--- src/rtl/ecc_chk_pkg.sv ---
package ecc_chk_pkg;

    typedef enum logic [1:0] {
        ST_CLEAN  = 2'b00,
        ST_ECCBIT = 2'b01,
        ST_FIXED  = 2'b10,
        ST_FATAL  = 2'b11
    } ecc_status_e;

    typedef enum logic [1:0] {
        PH_IDLE  = 2'd0,
        PH_COUNT = 2'd1,
        PH_JUDGE = 2'd2
    } phase_e;

endpackage

--- src/rtl/ecc_slice_pop.sv ---
// Counts the ones in one SLICE_W-bit slice of a word; the slice is picked by sel.
module ecc_slice_pop #(
    parameter int EW      = 22,
    parameter int SLICE_W = 4,
    localparam int NSL    = (EW + SLICE_W - 1) / SLICE_W,
    localparam int PADW   = NSL * SLICE_W,
    localparam int SEL_W  = (NSL > 1) ? $clog2(NSL) : 1,
    localparam int SCW    = $clog2(SLICE_W + 1)
) (
    input  logic [EW-1:0]    word,
    input  logic [SEL_W-1:0] sel,
    output logic [SCW-1:0]   cnt
);

    logic [PADW-1:0]    padded;
    logic [SLICE_W-1:0] slices [NSL];

    always_comb begin
        padded         = '0;
        padded[EW-1:0] = word;
    end

    for (genvar g = 0; g < NSL; g++) begin : g_slice
        assign slices[g] = padded[g*SLICE_W +: SLICE_W];
    end

    always_comb begin
        cnt = '0;
        for (int i = 0; i < SLICE_W; i++) begin
            cnt = cnt + SCW'(slices[sel][i]);
        end
    end

endmodule

--- src/rtl/ecc_judge.sv ---
// Sorts a finished comparison into one of four classes.
module ecc_judge
    import ecc_chk_pkg::*;
#(
    parameter int PAR_W  = 11,
    localparam int EW     = 2 * PAR_W,
    localparam int BYTE_W = PAR_W - 3,
    localparam int CW     = $clog2(EW + 1)
) (
    input  logic [EW-1:0]     calc,
    input  logic [EW-1:0]     stored,
    input  logic [CW-1:0]     ones,
    output ecc_status_e       status,
    output logic [BYTE_W-1:0] byte_idx,
    output logic [2:0]        bit_idx
);

    logic [EW-1:0]    syn;
    logic [PAR_W-1:0] pair_mix;
    logic             any_zero;

    always_comb begin
        syn      = calc ^ stored;
        pair_mix = (calc[PAR_W-1:0] ^ calc[EW-1:PAR_W])
                 ^ (stored[PAR_W-1:0] ^ stored[EW-1:PAR_W]);
        any_zero = (syn == '0) || (calc == '0) || (stored == '0);
        byte_idx = '0;
        bit_idx  = '0;
        if (any_zero) begin
            status = ST_CLEAN;
        end else if (ones == CW'(1)) begin
            status = ST_ECCBIT;
        end else if ((ones == CW'(PAR_W)) && (&pair_mix)) begin
            status   = ST_FIXED;
            byte_idx = syn[PAR_W-1:3];
            bit_idx  = syn[2:0];
        end else begin
            status = ST_FATAL;
        end
    end

endmodule

--- src/rtl/ecc_byte_fix.sv ---
// Inverts the reported bit of a byte whose page offset matches the reported one.
module ecc_byte_fix
    import ecc_chk_pkg::*;
#(
    parameter int IDX_W = 9
) (
    input  ecc_status_e      status,
    input  logic [IDX_W-1:0] err_idx,
    input  logic [2:0]       err_bit,
    input  logic [IDX_W-1:0] probe_idx,
    input  logic [7:0]       din,
    output logic [7:0]       dout
);

    logic [7:0] mask;
    logic       hit;

    always_comb begin
        mask = 8'(1) << err_bit;
        hit  = (status == ST_FIXED) && (err_idx == probe_idx);
        dout = hit ? (din ^ mask) : din;
    end

endmodule

--- src/rtl/nand_ecc_corrector.sv ---
module nand_ecc_corrector
    import ecc_chk_pkg::*;
#(
    parameter int PAR_W   = 11,
    parameter int SLICE_W = 4,
    localparam int EW     = 2 * PAR_W,
    localparam int BYTE_W = PAR_W - 3,
    localparam int IDX_W  = BYTE_W + 1,
    localparam int NSL    = (EW + SLICE_W - 1) / SLICE_W,
    localparam int SEL_W  = (NSL > 1) ? $clog2(NSL) : 1,
    localparam int CW     = $clog2(EW + 1),
    localparam int SCW    = $clog2(SLICE_W + 1)
) (
    input  logic              clk,
    input  logic              rst_n,
    input  logic              start,
    input  logic              two_chunk,
    input  logic [EW-1:0]     calc0,
    input  logic [EW-1:0]     stored0,
    input  logic [EW-1:0]     calc1,
    input  logic [EW-1:0]     stored1,
    output logic              busy,
    output logic              done,
    output logic [1:0]        status,
    output logic              err_half,
    output logic [BYTE_W-1:0] err_byte,
    output logic [2:0]        err_bit,
    input  logic [IDX_W-1:0]  fix_idx,
    input  logic [7:0]        fix_in,
    output logic [7:0]        fix_out
);

    typedef struct packed {
        phase_e            phase;
        logic              half;
        logic [SEL_W-1:0]  slice;
        logic [CW-1:0]     ones;
        logic [EW-1:0]     calc;
        logic [EW-1:0]     stored;
        logic [EW-1:0]     calc_nx;
        logic [EW-1:0]     stored_nx;
        logic              two;
        ecc_status_e       status;
        logic              err_half;
        logic [BYTE_W-1:0] err_byte;
        logic [2:0]        err_bit;
        logic              done;
    } regs_t;

    regs_t s_d, s_q;

    logic [SCW-1:0]    slice_cnt;
    ecc_status_e       j_status;
    logic [BYTE_W-1:0] j_byte;
    logic [2:0]        j_bit;

    ecc_slice_pop #(.EW(EW), .SLICE_W(SLICE_W)) u_pop (
        .word (s_q.calc ^ s_q.stored),
        .sel  (s_q.slice),
        .cnt  (slice_cnt)
    );

    ecc_judge #(.PAR_W(PAR_W)) u_judge (
        .calc     (s_q.calc),
        .stored   (s_q.stored),
        .ones     (s_q.ones),
        .status   (j_status),
        .byte_idx (j_byte),
        .bit_idx  (j_bit)
    );

    ecc_byte_fix #(.IDX_W(IDX_W)) u_fix (
        .status    (s_q.status),
        .err_idx   ({s_q.err_half, s_q.err_byte}),
        .err_bit   (s_q.err_bit),
        .probe_idx (fix_idx),
        .din       (fix_in),
        .dout      (fix_out)
    );

    always_comb begin
        s_d      = s_q;
        s_d.done = 1'b0;
        case (s_q.phase)
            PH_IDLE: begin
                if (start) begin
                    s_d.calc      = calc0;
                    s_d.stored    = stored0;
                    s_d.calc_nx   = calc1;
                    s_d.stored_nx = stored1;
                    s_d.two       = two_chunk;
                    s_d.half      = 1'b0;
                    s_d.slice     = '0;
                    s_d.ones      = '0;
                    s_d.phase     = PH_COUNT;
                end
            end
            PH_COUNT: begin
                s_d.ones = s_q.ones + CW'(slice_cnt);
                if (s_q.slice == SEL_W'(NSL - 1)) begin
                    s_d.phase = PH_JUDGE;
                end else begin
                    s_d.slice = s_q.slice + 1'b1;
                end
            end
            PH_JUDGE: begin
                if (s_q.two && !s_q.half) begin
                    s_d.calc   = s_q.calc_nx;
                    s_d.stored = s_q.stored_nx;
                    s_d.half   = 1'b1;
                    s_d.slice  = '0;
                    s_d.ones   = '0;
                    s_d.phase  = PH_COUNT;
                end else begin
                    s_d.status   = j_status;
                    s_d.err_byte = j_byte;
                    s_d.err_bit  = j_bit;
                    s_d.err_half = (j_status == ST_FIXED) ? s_q.half : 1'b0;
                    s_d.done     = 1'b1;
                    s_d.phase    = PH_IDLE;
                end
            end
            default: s_d.phase = PH_IDLE;
        endcase
    end

    always_ff @(posedge clk or negedge rst_n) begin
        if (!rst_n) s_q <= '0;
        else        s_q <= s_d;
    end

    assign busy     = (s_q.phase != PH_IDLE);
    assign done     = s_q.done;
    assign status   = s_q.status;
    assign err_half = s_q.err_half;
    assign err_byte = s_q.err_byte;
    assign err_bit  = s_q.err_bit;

    // Serial count must match the syndrome weight when judged
    assert_popcount_R4: assert property (@(posedge clk) disable iff (!rst_n)
        (s_q.phase == PH_JUDGE) |-> (s_q.ones == CW'($countones(s_q.calc ^ s_q.stored))));

    // done lasts one cycle and follows a judge step
    assert_done_once_R8: assert property (@(posedge clk) disable iff (!rst_n)
        s_q.done |=> !s_q.done);
    assert_done_after_judge_R8: assert property (@(posedge clk) disable iff (!rst_n)
        $rose(s_q.done) |-> $past(s_q.phase == PH_JUDGE));

    // Captured page mode is frozen while busy
    assert_cfg_hold_R9: assert property (@(posedge clk) disable iff (!rst_n)
        (s_q.phase == PH_COUNT) |=> $stable(s_q.two));

    // Result holds while counting
    assert_status_hold_R10: assert property (@(posedge clk) disable iff (!rst_n)
        (s_q.phase == PH_COUNT) |=> $stable(s_q.status));

    // No repair unless corrected
    assert_fix_passthru_R6: assert property (@(posedge clk) disable iff (!rst_n)
        (s_q.status != ST_FIXED) |-> (fix_out == fix_in));

    // Check-word class carries no position
    assert_eccfield_idx_R3: assert property (@(posedge clk) disable iff (!rst_n)
        (s_q.status == ST_ECCBIT) |-> (err_byte == '0 && err_bit == '0 && !err_half));

endmodule

--- config.mk ---
export PLATFORM = sky130hd
export DESIGN_NAME = nand_ecc_corrector
export DESIGN_NICKNAME = d
export VERILOG_FILES = /design/src/rtl/ecc_chk_pkg.sv /design/src/rtl/ecc_slice_pop.sv /design/src/rtl/ecc_judge.sv /design/src/rtl/ecc_byte_fix.sv /design/src/rtl/nand_ecc_corrector.sv
export SDC_FILE = /design/constraint.sdc
export NUM_CORES = 1
export LEC_CHECK = 0
export BUFFER_PORTS_ARGS = -buffer_cell sky130_fd_sc_hd__buf_4
export CAP_MARGIN = 10
export CORE_MARGIN = 1
export CORE_UTILIZATION = 50
export CTS_CLUSTER_DIAMETER = 30
export DETAILED_ROUTE_END_ITERATION = 8
export GPL_TIMING_DRIVEN = 0
export PLACE_DENSITY = 0.77
export RECOVER_POWER = 100
export SLEW_MARGIN = 25
export SYNTH_ARGS = -nofsm -noshare
export SYNTH_HDL_FRONTEND = slang
export SYNTH_HIERARCHICAL = 1
export SYNTH_SLANG_ARGS = --single-unit
--- constraint.sdc ---
create_clock -name clk -period 3.1 [get_ports clk]
set_input_delay 0.62 -clock clk [delete_from_list [all_inputs] [get_ports clk]]
set_output_delay 0.62 -clock clk [all_outputs]
set_load 0.02 [all_outputs]
# After elaboration in Yosys (flattened, before gate mapping)
# Index checks and enable logic that the tools add are counted.
[op_classes] addsub=5 magnitude_cmp=1 eq_ne=12 n_shift=1 n_mux=25 bitwise=7 reduce_logical=20
[op_table] cell="two-way mux 100 bit" n=1
[op_table] cell="one-hot mux 44 bit (2 select lines)" n=1
[op_table] cell="logical NOT 22 bit" n=3
[op_table] cell="two-way mux 53 bit" n=1
[op_table] cell="XOR 11 bit" n=3
[op_table] cell="two-way mux 8 bit" n=4
[op_table] cell="one-hot mux 8 bit (3 select lines)" n=1
[op_table] cell="XOR 22 bit" n=1
[op_table] cell="binary-select mux 4 bit (select 3 bit)" n=1
[op_table] cell="two-way mux 3 bit" n=4
[op_table] cell="AND reduction 11 bit" n=1
[op_table] cell="== test 9 bit" n=1
[op_table] cell="two-way mux 4 bit" n=2
[op_table] cell="!= test 2 bit, second input constant" n=4
[op_table] cell="<< shifter 1 x 3 -> 8 bit, first input constant" n=1
[op_table] cell="XOR 8 bit" n=1
[op_table] cell="adder 3 x 1 -> 3 bit" n=2
[op_table] cell="== test 2 bit, second input constant" n=3
[op_table] cell="two-way mux 2 bit" n=3
[op_table] cell="one-hot mux 2 bit (3 select lines)" n=1
[op_table] cell="AND reduction 2 bit" n=3
[op_table] cell="AND reduction 3 bit" n=2
[op_table] cell="adder 5 x 3 -> 5 bit" n=1
[op_table] cell="== test 5 x 1 -> 1 bit, second input constant" n=1
[op_table] cell="17 further kinds" n=25
[word_totals] ff_bits=115 input_bits=109 output_inout_bits=24

# Longest topological paths before layout
# Gate-level depths: netlist of the first run.
[depth] word_depth=9 depth_mapped=14 depth_no_buf=13

# By module
# The synthesis of the first run kept the hierarchy.
[by_module_without_submodules] module="nand_ecc_corrector" n_inst=1 cells_per_inst=426 area_each_um2=5166.2 seq_area_each_um2=2877.8
[by_module_without_submodules] module="ecc_judge" n_inst=1 cells_per_inst=80 area_each_um2=589.3 seq_area_each_um2=0.0
[by_module_without_submodules] module="ecc_byte_fix" n_inst=1 cells_per_inst=38 area_each_um2=301.5 seq_area_each_um2=0.0
[by_module_without_submodules] module="ecc_slice_pop" n_inst=1 cells_per_inst=37 area_each_um2=294.0 seq_area_each_um2=0.0

# Worst setup path before layout of the first run
# OpenSTA, ideal clock, no wires.
[synth_timing] kind="register to register" from="reg s_q[109] (netlist bit)" to="reg s_q[108] (netlist bit)" setup_ns=0.069 arrival_ns=3.230 required_ns=3.031 setup_slack_ns=-0.200 path_stages_with_launch=14 path_buffers=1 period_less_slack_ns=3.300 path_cell_list="dfrtp_1 buf_6 mux2i_1 nor3b_1 or3_1 fa_1 ha_1 ha_1 inv_1 fa_1 nor2b_1 o21ai_0 or4_1 nand3_1"
[synth_between] elab_chain_cells=9
[synth_rtl] item="start, declared" line="nand_ecc_corrector.sv:50" text="regs_t s_d, s_q;"
[synth_rtl] item="start signal, assigned" line="nand_ecc_corrector.sv:128" text="if (!rst_n) s_q <= '0;"
[synth_rtl] item="start signal, assigned" line="nand_ecc_corrector.sv:129" text="else s_q <= s_d;"
[synth_rtl] item="inverter 3 -> 4 bit (implied by the code) *" line="ecc_slice_pop.sv:30" text="cnt = cnt + SCW'(slices[sel][i]);"
[synth_rtl] item="binary-select mux 4 bit (select 3 bit) *" line="ecc_slice_pop.sv:30"
[synth_rtl] item="two-way mux 4 bit (implied by the code) * (2 in series)" line="ecc_slice_pop.sv:30"
[synth_rtl] item="adder 1 x 1 -> 2 bit" line="ecc_slice_pop.sv:30"
[synth_rtl] item="adder 3 x 1 -> 3 bit" line="ecc_slice_pop.sv:30"
[synth_rtl] item="adder 3 x 1 -> 3 bit *" line="ecc_slice_pop.sv:30"
[synth_rtl] item="named net slice_cnt[1]" line="nand_ecc_corrector.sv:52" text="logic [SCW-1:0] slice_cnt;"
[synth_rtl] item="adder 5 x 3 -> 5 bit *" line="nand_ecc_corrector.sv:99" text="s_d.ones = s_q.ones + CW'(slice_cnt);"
[synth_rtl] item="one-hot mux 8 bit (3 select lines) *" line="nand_ecc_corrector.sv:84" text="case (s_q.phase)"
# Mark *: on every way through the listed nets, which the timed path passes. The rest lies on a longest branch. The select of a mux whose other input is x is not followed.
# A chain may end at the register's enable or synchronous reset.

# Worst setup path in the final report of the first run
[layout_timing] from="reg s_q[72] (netlist bit)" to="reg s_q[108] (netlist bit)"
[layout_between] elab_chain_cells=9
[layout_rtl] item="XOR 22 bit" line="nand_ecc_corrector.sv:58" text=".word (s_q.calc ^ s_q.stored),"
[layout_rtl] item="binary-select mux 4 bit (select 3 bit)" line="ecc_slice_pop.sv:30"
[layout_rtl] item="two-way mux 4 bit (implied by the code)" line="ecc_slice_pop.sv:30"
[layout_rtl] item="two-way mux 4 bit"
[layout_rtl] item="adder 1 x 1 -> 2 bit" line="ecc_slice_pop.sv:30"
[layout_rtl] item="adder 3 x 1 -> 3 bit (2 in series)" line="ecc_slice_pop.sv:30"
[layout_rtl] item="named net slice_cnt[1]" line="nand_ecc_corrector.sv:52"
[layout_rtl] item="adder 5 x 3 -> 5 bit" line="nand_ecc_corrector.sv:99"
[layout_rtl] item="one-hot mux 8 bit (3 select lines)" line="nand_ecc_corrector.sv:84"
# The timed path passes the listed nets, and every way through them passes these cells. The select of a mux whose other input is x is not followed.

==> qor.json, run 1 <==
{
  "grt_max_degree": 116,
  "timing_hold_violations_final": 0,
  "drc": 0,
  "synth-seq-cells": 115,
  "synth_edf_count": 0,
  "cap_violations": 1,
  "violations": "max-capacitance violations, max-slew violations, negative setup slack",
  "timing.slew.headroom": -0.6554,
  "syn_area_um2": 6351,
  "drtIter0Drc": 332,
  "nature_of_the_critical_path_startpoint": "flop",
  "setup_viol_count_final": 3,
  "post_route_cells_drive_above_1_share": 0.3633,
  "synth_nets": 703,
  "clock_sinks": 115,
  "detail_route.wirelength_mm": 16.78,
  "clk_pin_slew_worst_paths_ns": 0.06,
  "antenna_violating_nets_post_route": 0,
  "hp-start": "stored1[18]",
  "die-width_um": 114.7,
  "die_area_um2": 13160,
  "synth_cells": 581,
  "area_growth_pct": 29.29,
  "synth_largest_area_cell": "sky130_fd_sc_hd__dfrtp_1",
  "row_count": 40,
  "finalCoreUtilization": 0.6724,
  "vias": 5163,
  "synth_async_sr_flop_share": 1.000,
  "nets": 867,
  "syn_avg_cell_area_um2": 10.93,
  "clock_tree.htree_level_count": 4,
  "pre_cts_slack_ns": -0.3381,
  "setup_total_negative_slack_ns": -0.4824,
  "setup.reg_to_reg.worst_slack_ns": -0.27,
  "worst_ep_required_time_ns": 3.45,
  "power_mw": 8.767,
  "cts_root_buf": "sky130_fd_sc_hd__clkbuf_16",
  "clkLatencyLatePin_ns": 0.42,
  "post_layout_nonfiller_instances": 925,
  "numPlacedInstances": 881,
  "cts_tree": "yes",
  "status": "finished, violations left",
  "io-pin-count": 133,
  "irDropWorstVdd_mv": 0.5309,
  "timing.clock.skew_ns": 0.008579,
  "synthTopCellsByArea": "sky130_fd_sc_hd__dfrtp_1 (45%), sky130_fd_sc_hd__mux2_2 (10%), sky130_fd_sc_hd__xor2_1 (5.8%)",
  "yosys_most_used_dff": "sky130_fd_sc_hd__dfrtp_1",
  "final_common_cell": "sky130_fd_sc_hd__buf_4",
  "initial_core_util": 0.5201,
  "switchingPower_mw": 3.373,
  "first_global_vias": 5229,
  "floorplan.core_area_um2": 12210,
  "share_clk_of_total_power": 0.216,
  "pwr-share-comb": 0.461,
  "synth-seq-area-share": 0.4531,
  "ctsLongestPathBuffers": 2,
  "worst_slew_pin_slew_ns": 2.483,
  "cts_inserted_buffers": 17,
  "path_max_fanout": 2,
  "yosysWarningCount": 6,
  "global_route.overflow_total": 0,
  "drt-wirelength-per-cell_um": 18.14,
  "rsz0062_at_grt": "yes",
  "switching_share": 0.3848,
  "synthDistinctLibCells": 50,
  "grt_util_all_layers": 0.2711,
  "power_frac_seq": 0.324,
  "final-max-slew-violation-count": 116,
  "gp_congestion": 0.9112,
  "postLayoutSetupSlackWorst_ns": -0.2725,
  "worst_r2r_endpoint": "s_q[108]",
  "final_cycle_share": 1.088,
  "portBuffers": 132,
  "synth.top_cell.area_share": 0.4531,
  "detailed_place_hpwl_mm": 12.43,
  "period_needed_ns": 3.372,
  "global_route_wire_length_before_repair_mm": 26.61,
  "layout.cells.most_common_list": "sky130_fd_sc_hd__buf_4 (137), sky130_fd_sc_hd__dfrtp_1 (99), sky130_fd_sc_hd__mux2_2 (57)",
  "drt_first_pass_iters": 5,
  "die_height_um": 114.7,
  "grt_antenna_before_repair": 0,
  "antenna_cells_inserted": 0,
  "crit_arrival_ns": 3.72,
  "r2r_cells": 13,
  "number_of_cells_traversed_by_the_worst_hold_path": 2,
  "holdCritPathClass": "in -> reg",
  "power.internal_mw": 5.394,
  "criticalPathCategory": "reg -> reg",
  "drt-vias-per-instance": 5.582,
  "total_leakage_power_nw": 3.658,
  "end_kind": "flop",
  "max_freq_mhz": 296.5,
  "worst_hold_path.endpoint": "s_q[34]",
  "power_density_nw_per_um2": 1068,
  "rr_startpoint": "s_q[72]"
}
-- sequential cells by signal (all words and copies together), names as in the netlist --
register	flops
s_q	100
err_byte	8
done	1
err_half	1
status	2
err_bit	3
-- power by group through the flow --
| stage | clock network (mW) | logic, mW | registers (mW) |
|---|---|---|---|
| floorplan | 0 | 2.70 | 2.60 |
| global placement | 0 | 3.43 | 2.83 |
| detailed placement | 0 | 3.55 | 2.86 |
| CTS | 1.91 | 4.05 | 2.82 |
| global route | 1.99 | 4.45 | 2.90 |
| finish | 1.89 | 4.04 | 2.84 |
-- metrics by stage --
stage | hold WS [ns] | instance area, µm²
floorplan | 0.3244 | 6386
global placement | 0.4805 | 7587
detailed placement | 0.4946 | 7591
CTS | 0.3980 | 8309
global route | 0.4234 | 8212
finish | 0.4316 | 8212
-- worst max-delay path, cell delays in order (launching register included) --
cell and delay [ns]:
sky130_fd_sc_hd__dfrtp_2 0.42, sky130_fd_sc_hd__xor2_1 0.16, sky130_fd_sc_hd__mux2i_1 0.18, sky130_fd_sc_hd__nor3b_1 0.07, sky130_fd_sc_hd__or3_1 0.38, sky130_fd_sc_hd__fa_1 0.52, sky130_fd_sc_hd__ha_4 0.19, sky130_fd_sc_hd__ha_4 0.27
sky130_fd_sc_hd__inv_2 0.04, sky130_fd_sc_hd__fa_2 0.35, sky130_fd_sc_hd__nor2b_2 0.13, sky130_fd_sc_hd__o21ai_1 0.10, sky130_fd_sc_hd__or4_1 0.41, sky130_fd_sc_hd__nand3_1 0.09
-- worst max-delay path by stage --
stage	startpoint	to	depth (start not counted)
final	s_q[72]	s_q[108]	13
after global routing	s_q[73]	s_q[108]	13
after CTS	s_q[73]	s_q[108]	13
after detailed placement	s_q[72]	s_q[108]	13
after global placement	s_q[72]	s_q[108]	13
after floorplan	s_q[90]	s_q[108]	13
-- metal layers --
metal | track usage | vias to the layer above | part of all wire
met5 | 0 | - | 0
met4 | 0.09957 | 0 | 0.026
met3 | 0.06088 | 35 | 0.053
met2 | 0.4743 | 190 | 0.50
met1 | 0.3284 | 2517 | 0.42
li1 | - | 2421 | -
-- logic make-up (layout without fill, tap and decap cells) --
kind of cell	Yosys count	after routing	share of synthesized area
compound gates	101	101	0.1145
xor+xnor	72	72	0.1005
fa+ha+maj	13	13	0.02797
buf+inv	56	232	0.04984
flops	115	115	0.4531
mux	66	66	0.1154
simple gates	158	158	0.1387
-- synthesized netlist by cell type, types with 15 or more instances --
cell type / instances
sky130_fd_sc_hd__buf_2: 15
sky130_fd_sc_hd__xnor2_1: 29
sky130_fd_sc_hd__nor2b_1: 21
sky130_fd_sc_hd__nor4_1: 15
sky130_fd_sc_hd__a21oi_1: 36
sky130_fd_sc_hd__dfrtp_1: 115
sky130_fd_sc_hd__xor2_1: 42
sky130_fd_sc_hd__nor2_1: 42
sky130_fd_sc_hd__a22oi_1: 29
sky130_fd_sc_hd__mux2_2: 58
sky130_fd_sc_hd__nor3_1: 17
sky130_fd_sc_hd__buf_4: 15
sky130_fd_sc_hd__a221o_1: 15
-- cell type report --
type | instances | area [µm²]
Buffer | 44 | 254.0
Clock buffer | 22 | 474.2
Clock inverter | 9 | 105.1
Fill cell | 1005 | 4000
Inverter | 12 | 45.04
Multi-Input combinational cell | 410 | 3192
Sequential cell | 115 | 2898
Tap cell | 168 | 210.2
Timing Repair Buffer | 145 | 1033
-- timing repair --
item / 4_1_cts / 5_1_grt
hold buffers: 0 / 0
gates resized for setup: 21 / 4
setup endpoints to repair: 4 / 4
pin swaps: 4 / 3
setup buffers: 12 / 1
No activity file was read; power rests on OpenSTA's default activity.
==> run 2: changes to the inputs <==
- CORE_UTILIZATION: 50 -> 44
- CTS_BUF_LIST: unset -> sky130_fd_sc_hd__clkbuf_8
- PLACE_DENSITY: 0.77 -> 0.7
- SYNTH_HIERARCHICAL: 1 -> unset
==> qor.json, run 2 <==
{
  "yosys_most_used_dff": {"value": "sky130_fd_sc_hd__dfrtp_1", "change": "unchanged"},
  "worst_slew_pin_slew": {"value": 2.473, "unit": "ns", "change": "was 2.483 ns"},
  "clkLatencyLatePin": {"value": 0.44, "unit": "ns", "change": "was 0.42 ns"},
  "detailed_place_hpwl": {"value": 11.31, "unit": "mm", "change": "was 12.43 mm"},
  "critPathSlowestCell": {"value": "sky130_fd_sc_hd__or4_1", "change": "was sky130_fd_sc_hd__fa_1"},
  "grt_max_degree": {"value": 116, "change": "unchanged"},
  "synthDistinctLibCells": {"value": 42, "change": "was 50"},
  "final_cycle_share": {"value": 1.030, "change": "was 1.088"},
  "holdCritPathClass": {"value": "in -> reg", "change": "unchanged"},
  "path_max_fanout": {"value": 4, "change": "was 2"},
  "initial_core_util": {"value": 0.4602, "change": "was 0.5201"},
  "crit_arrival": {"value": 3.58, "unit": "ns", "change": "was 3.72 ns"},
  "timing.clock.skew": {"value": 0.007295, "unit": "ns", "change": "was 0.008579 ns"},
  "drt_first_pass_iters": {"value": 6, "change": "was 5"},
  "row_count": {"value": 41, "change": "was 40"},
  "rsz0062_at_grt": {"value": "yes", "change": "unchanged"},
  "final-max-slew-violation-count": {"value": 116, "change": "unchanged"},
  "antenna_violating_nets_post_route": {"value": 0, "change": "unchanged"},
  "io-pin-count": {"value": 133, "change": "unchanged"},
  "detail_route.wirelength": {"value": 15.19, "unit": "mm", "change": "was 16.78 mm"},
  "end_kind": {"value": "flop", "change": "unchanged"},
  "global_route.overflow_total": {"value": 0, "change": "unchanged"},
  "die-width": {"value": 117.8, "unit": "µm", "change": "was 114.7 µm"},
  "global_route_wire_length_before_repair": {"value": 24.58, "unit": "mm", "change": "was 26.61 mm"},
  "share_clk_of_total_power": {"value": 0.174, "change": "was 0.216"},
  "synth.top_cell.area_share": {"value": 0.4876, "change": "was 0.4531"},
  "power_density": {"value": 994.7, "unit": "nW/µm²", "change": "was 1068 nW/µm²"},
  "crit_path_cell_trace": {"value": "xnor2_4, mux4_2, o21ai_4, ha_4, inv_2, fa_2, inv_2, ha_4, ha_4, a21o_1, a21oi_2, or4_1, nand2_1", "change": "was xor2_1, mux2i_1, nor3b_1, or3_1, fa_1, ha_4, ha_4, inv_2, fa_2, nor2b_2, o21ai_1, or4_1, nand3_1"},
  "cts_tree": {"value": "yes", "change": "unchanged"},
  "power_frac_seq": {"value": 0.361, "change": "was 0.324"},
  "vias": {"value": 4745, "change": "was 5163"},
  "ctsLongestPathBuffers": {"value": 2, "change": "unchanged"},
  "clock_sinks": {"value": 115, "change": "unchanged"},
  "antenna_cells_inserted": {"value": 0, "change": "unchanged"},
  "clk_pin_slew_worst_paths": {"value": 0.07, "unit": "ns", "change": "was 0.06 ns"},
  "synth_nets": {"value": 652, "change": "was 703"},
  "grt_util_all_layers": {"value": 0.2307, "change": "was 0.2711"},
  "setup_viol_count_final": {"value": 3, "change": "unchanged"},
  "critPathMostFrequentCell": {"value": "sky130_fd_sc_hd__ha_4", "change": "unchanged"},
  "regMostFlops": {"value": "s_q", "change": "unchanged"},
  "floorplan.core_area": {"value": 12820, "unit": "µm²", "change": "was 12210 µm²"},
  "syn_area": {"value": 5902, "unit": "µm²", "change": "was 6351 µm²"},
  "layout.cells.most_common_list": {"value": "sky130_fd_sc_hd__buf_4 (136), sky130_fd_sc_hd__dfrtp_1 (103), sky130_fd_sc_hd__nor2_1 (47)", "change": "was sky130_fd_sc_hd__buf_4 (137), sky130_fd_sc_hd__dfrtp_1 (99), sky130_fd_sc_hd__mux2_2 (57)"},
  "setup.reg_to_reg.worst_slack": {"value": -0.09, "unit": "ns", "change": "was -0.27 ns"},
  "cts_root_buf": {"value": "sky130_fd_sc_hd__clkbuf_8", "change": "was sky130_fd_sc_hd__clkbuf_16"},
  "postLayoutSetupSlackWorst": {"value": -0.09260, "unit": "ns", "change": "was -0.2725 ns"},
  "synth.cells.most_frequent": {"value": "sky130_fd_sc_hd__dfrtp_1 (115), sky130_fd_sc_hd__nor2_1 (47), sky130_fd_sc_hd__mux2_2 (45)", "change": "was sky130_fd_sc_hd__dfrtp_1 (115), sky130_fd_sc_hd__mux2_2 (58), sky130_fd_sc_hd__nor2_1 (42), sky130_fd_sc_hd__xor2_1 (42), sky130_fd_sc_hd__a21oi_1 (36)"},
  "nets": {"value": 810, "change": "was 867"},
  "total_leakage_power": {"value": 3.481, "unit": "nW", "change": "was 3.658 nW"},
  "die_area": {"value": 13880, "unit": "µm²", "change": "was 13160 µm²"},
  "synth_async_sr_flop_share": {"value": 1.000, "change": "unchanged"},
  "largest_register_ffs": {"value": 100, "change": "unchanged"},
  "synth-seq-area-share": {"value": 0.4876, "change": "was 0.4531"},
  "criticalPathCategory": {"value": "reg -> reg", "change": "unchanged"},
  "switching_share": {"value": 0.3880, "change": "was 0.3848"},
  "cap_violations": {"value": 1, "change": "unchanged"},
  "critPathMaxStageDelay": {"value": 0.51, "unit": "ns", "change": "was 0.52 ns"},
  "synth-seq-cells": {"value": 115, "change": "unchanged"},
  "grt_antenna_before_repair": {"value": 0, "change": "unchanged"},
  "max_freq": {"value": 313.2, "unit": "MHz", "change": "was 296.5 MHz"},
  "drc": {"value": 0, "change": "unchanged"},
  "pre_cts_slack": {"value": -0.2837, "unit": "ns", "change": "was -0.3381 ns"},
  "irDropWorstVdd": {"value": 0.4907, "unit": "mV", "change": "was 0.5309 mV"},
  "final_common_cell": {"value": "sky130_fd_sc_hd__buf_4", "change": "unchanged"},
  "first_global_vias": {"value": 4829, "change": "was 5229"},
  "portBuffers": {"value": 132, "change": "unchanged"},
  "nature_of_the_critical_path_startpoint": {"value": "flop", "change": "unchanged"},
  "violations": {"value": "max-capacitance violations, max-slew violations, negative setup slack", "change": "unchanged"},
  "die_height": {"value": 117.8, "unit": "µm", "change": "was 114.7 µm"},
  "post_route_cells_drive_above_1_share": {"value": 0.3957, "change": "was 0.3633"},
  "switchingPower": {"value": 2.970, "unit": "mW", "change": "was 3.373 mW"},
  "synth_edf_count": {"value": 0, "change": "unchanged"},
  "pwr-share-comb": {"value": 0.465, "change": "was 0.461"},
  "area_growth": {"value": 30.40, "unit": "%", "change": "was 29.29%"},
  "status": {"value": "finished, violations left", "change": "unchanged"},
  "synthTopCellsByArea": {"value": "sky130_fd_sc_hd__dfrtp_1 (49%), sky130_fd_sc_hd__mux2_2 (8.6%), sky130_fd_sc_hd__xnor2_1 (5.5%)", "change": "was sky130_fd_sc_hd__dfrtp_1 (45%), sky130_fd_sc_hd__mux2_2 (10%), sky130_fd_sc_hd__xor2_1 (5.8%)"},
  "period_needed": {"value": 3.193, "unit": "ns", "change": "was 3.372 ns"},
  "drt-wirelength-per-cell": {"value": 17.42, "unit": "µm", "change": "was 18.14 µm"},
  "syn_avg_cell_area": {"value": 11.14, "unit": "µm²", "change": "was 10.93 µm²"},
  "drtIter0Drc": {"value": 360, "change": "was 332"},
  "gp_congestion": {"value": 0.8453, "change": "was 0.9112"},
  "drt-vias-per-instance": {"value": 5.442, "change": "was 5.582"},
  "timing_hold_violations_final": {"value": 0, "change": "unchanged"},
  "clock_tree.htree_level_count": {"value": 4, "change": "unchanged"},
  "num-fill-cells": {"value": 1105, "change": "was 1005"},
  "setup_total_negative_slack": {"value": -0.1151, "unit": "ns", "change": "was -0.4824 ns"},
  "power.internal": {"value": 4.685, "unit": "mW", "change": "was 5.394 mW"},
  "timing.slew.headroom": {"value": -0.6484, "change": "was -0.6554"},
  "synth_largest_area_cell": {"value": "sky130_fd_sc_hd__dfrtp_1", "change": "unchanged"},
  "yosysWarningCount": {"value": 0, "change": "was 6"},
  "synth_cells": {"value": 530, "change": "was 581"},
  "cts_inserted_buffers": {"value": 17, "change": "unchanged"},
  "post-synth-top-count-cell": {"value": "sky130_fd_sc_hd__dfrtp_1", "change": "unchanged"},
  "worst_ep_required_time": {"value": 3.48, "unit": "ns", "change": "was 3.45 ns"}
}
## run 2: area by class of cell
cell class / count / area (µm²) / share of cell area
sequential: 115 / 2893 / 0.3759
multi-input combinational: 336 / 2843 / 0.3694
timing repair buffer: 139 / 999.7 / 0.1299
clock buffer: 19 / 261.5 / 0.03398
buffer: 42 / 225.2 / 0.02926
tap: 172 / 215.2 / 0.02796
inverter: 37 / 141.4 / 0.01837
clock inverter: 12 / 117.6 / 0.01528
## run 2: metal layers
layer,GRT usage,part of all wire,up-vias
met3,0.06250,0.059,22
met4,0.06891,0.013,0
met1,0.2866,0.42,2317
met5,0,0,-
met2,0.3912,0.51,188
li1,-,-,2218
## run 2: what timing repair did
action | in CTS | in global routing
hold buffers | 0 | 0
endpoints found under the setup margin | 4 | 4
pin swaps | 8 | 15
setup buffers | 6 | 1
gates resized for setup | 23 | 21
hold endpoints to repair | 0 | 0
## run 2: kinds of logic after synthesis
group                    after synthesis  share of synthesized area
AO/OA/AOI/OAI                         87                     0.1194
buffers and inverters                 79                    0.06084
XOR/XNOR                              51                    0.08840
multiplexers                          51                     0.1052
flip-flops                           115                     0.4876
adder cells (fa/ha/maj)               13                    0.03010
AND/OR/NAND/NOR                      134                     0.1085
## run 2: power by group through the flow
stage	Clock [mW]	Combinational, mW	Sequential, mW
5_1_grt	1.43	3.92	2.83
3_3_place_gp	0	2.87	2.67
2_1_floorplan	0	2.25	2.47
6_report	1.33	3.56	2.76
3_5_place_dp	0	2.93	2.69
4_1_cts	1.36	3.24	2.72
## run 2: final timing paths
path                          start       end  depth (start not counted)
max                         s_q[83]  s_q[107]                         13
min                        calc1[5]   s_q[43]                          2
max reg2reg                 s_q[83]  s_q[107]                         13
min reg2reg                s_q[108]  s_q[108]                          1
max in group asynchronous     rst_n   s_q[83]                          1
min in group asynchronous     rst_n   s_q[27]                          1
## run 2: through the flow
step / hold WS, ns / cells / power, mW / util / cell area, µm²
2_1_floorplan: 0.3244 / 530 / 4.719 / - / 5903
3_3_place_gp: 0.4701 / 834 / 5.541 / 0.5543 / 7109
3_5_place_dp: 0.4833 / 834 / 5.619 / 0.5546 / 7113
4_1_cts: 0.3548 / 871 / 7.320 / 0.5957 / 7640
5_1_grt: 0.3782 / 872 / 8.174 / 0.6001 / 7696
6_report: 0.4030 / 872 / 7.656 / 0.6001 / 7696
## run 2: worst max-delay path: cells and delay by family, from the launching register on
family | cells | cell delay, ns
fa+ha+maj | 4 | 0.95
simple gates | 2 | 0.58
mux | 1 | 0.50
flops | 1 | 0.47
compound gates | 3 | 0.34
xor+xnor | 1 | 0.19
buf+inv | 2 | 0.11
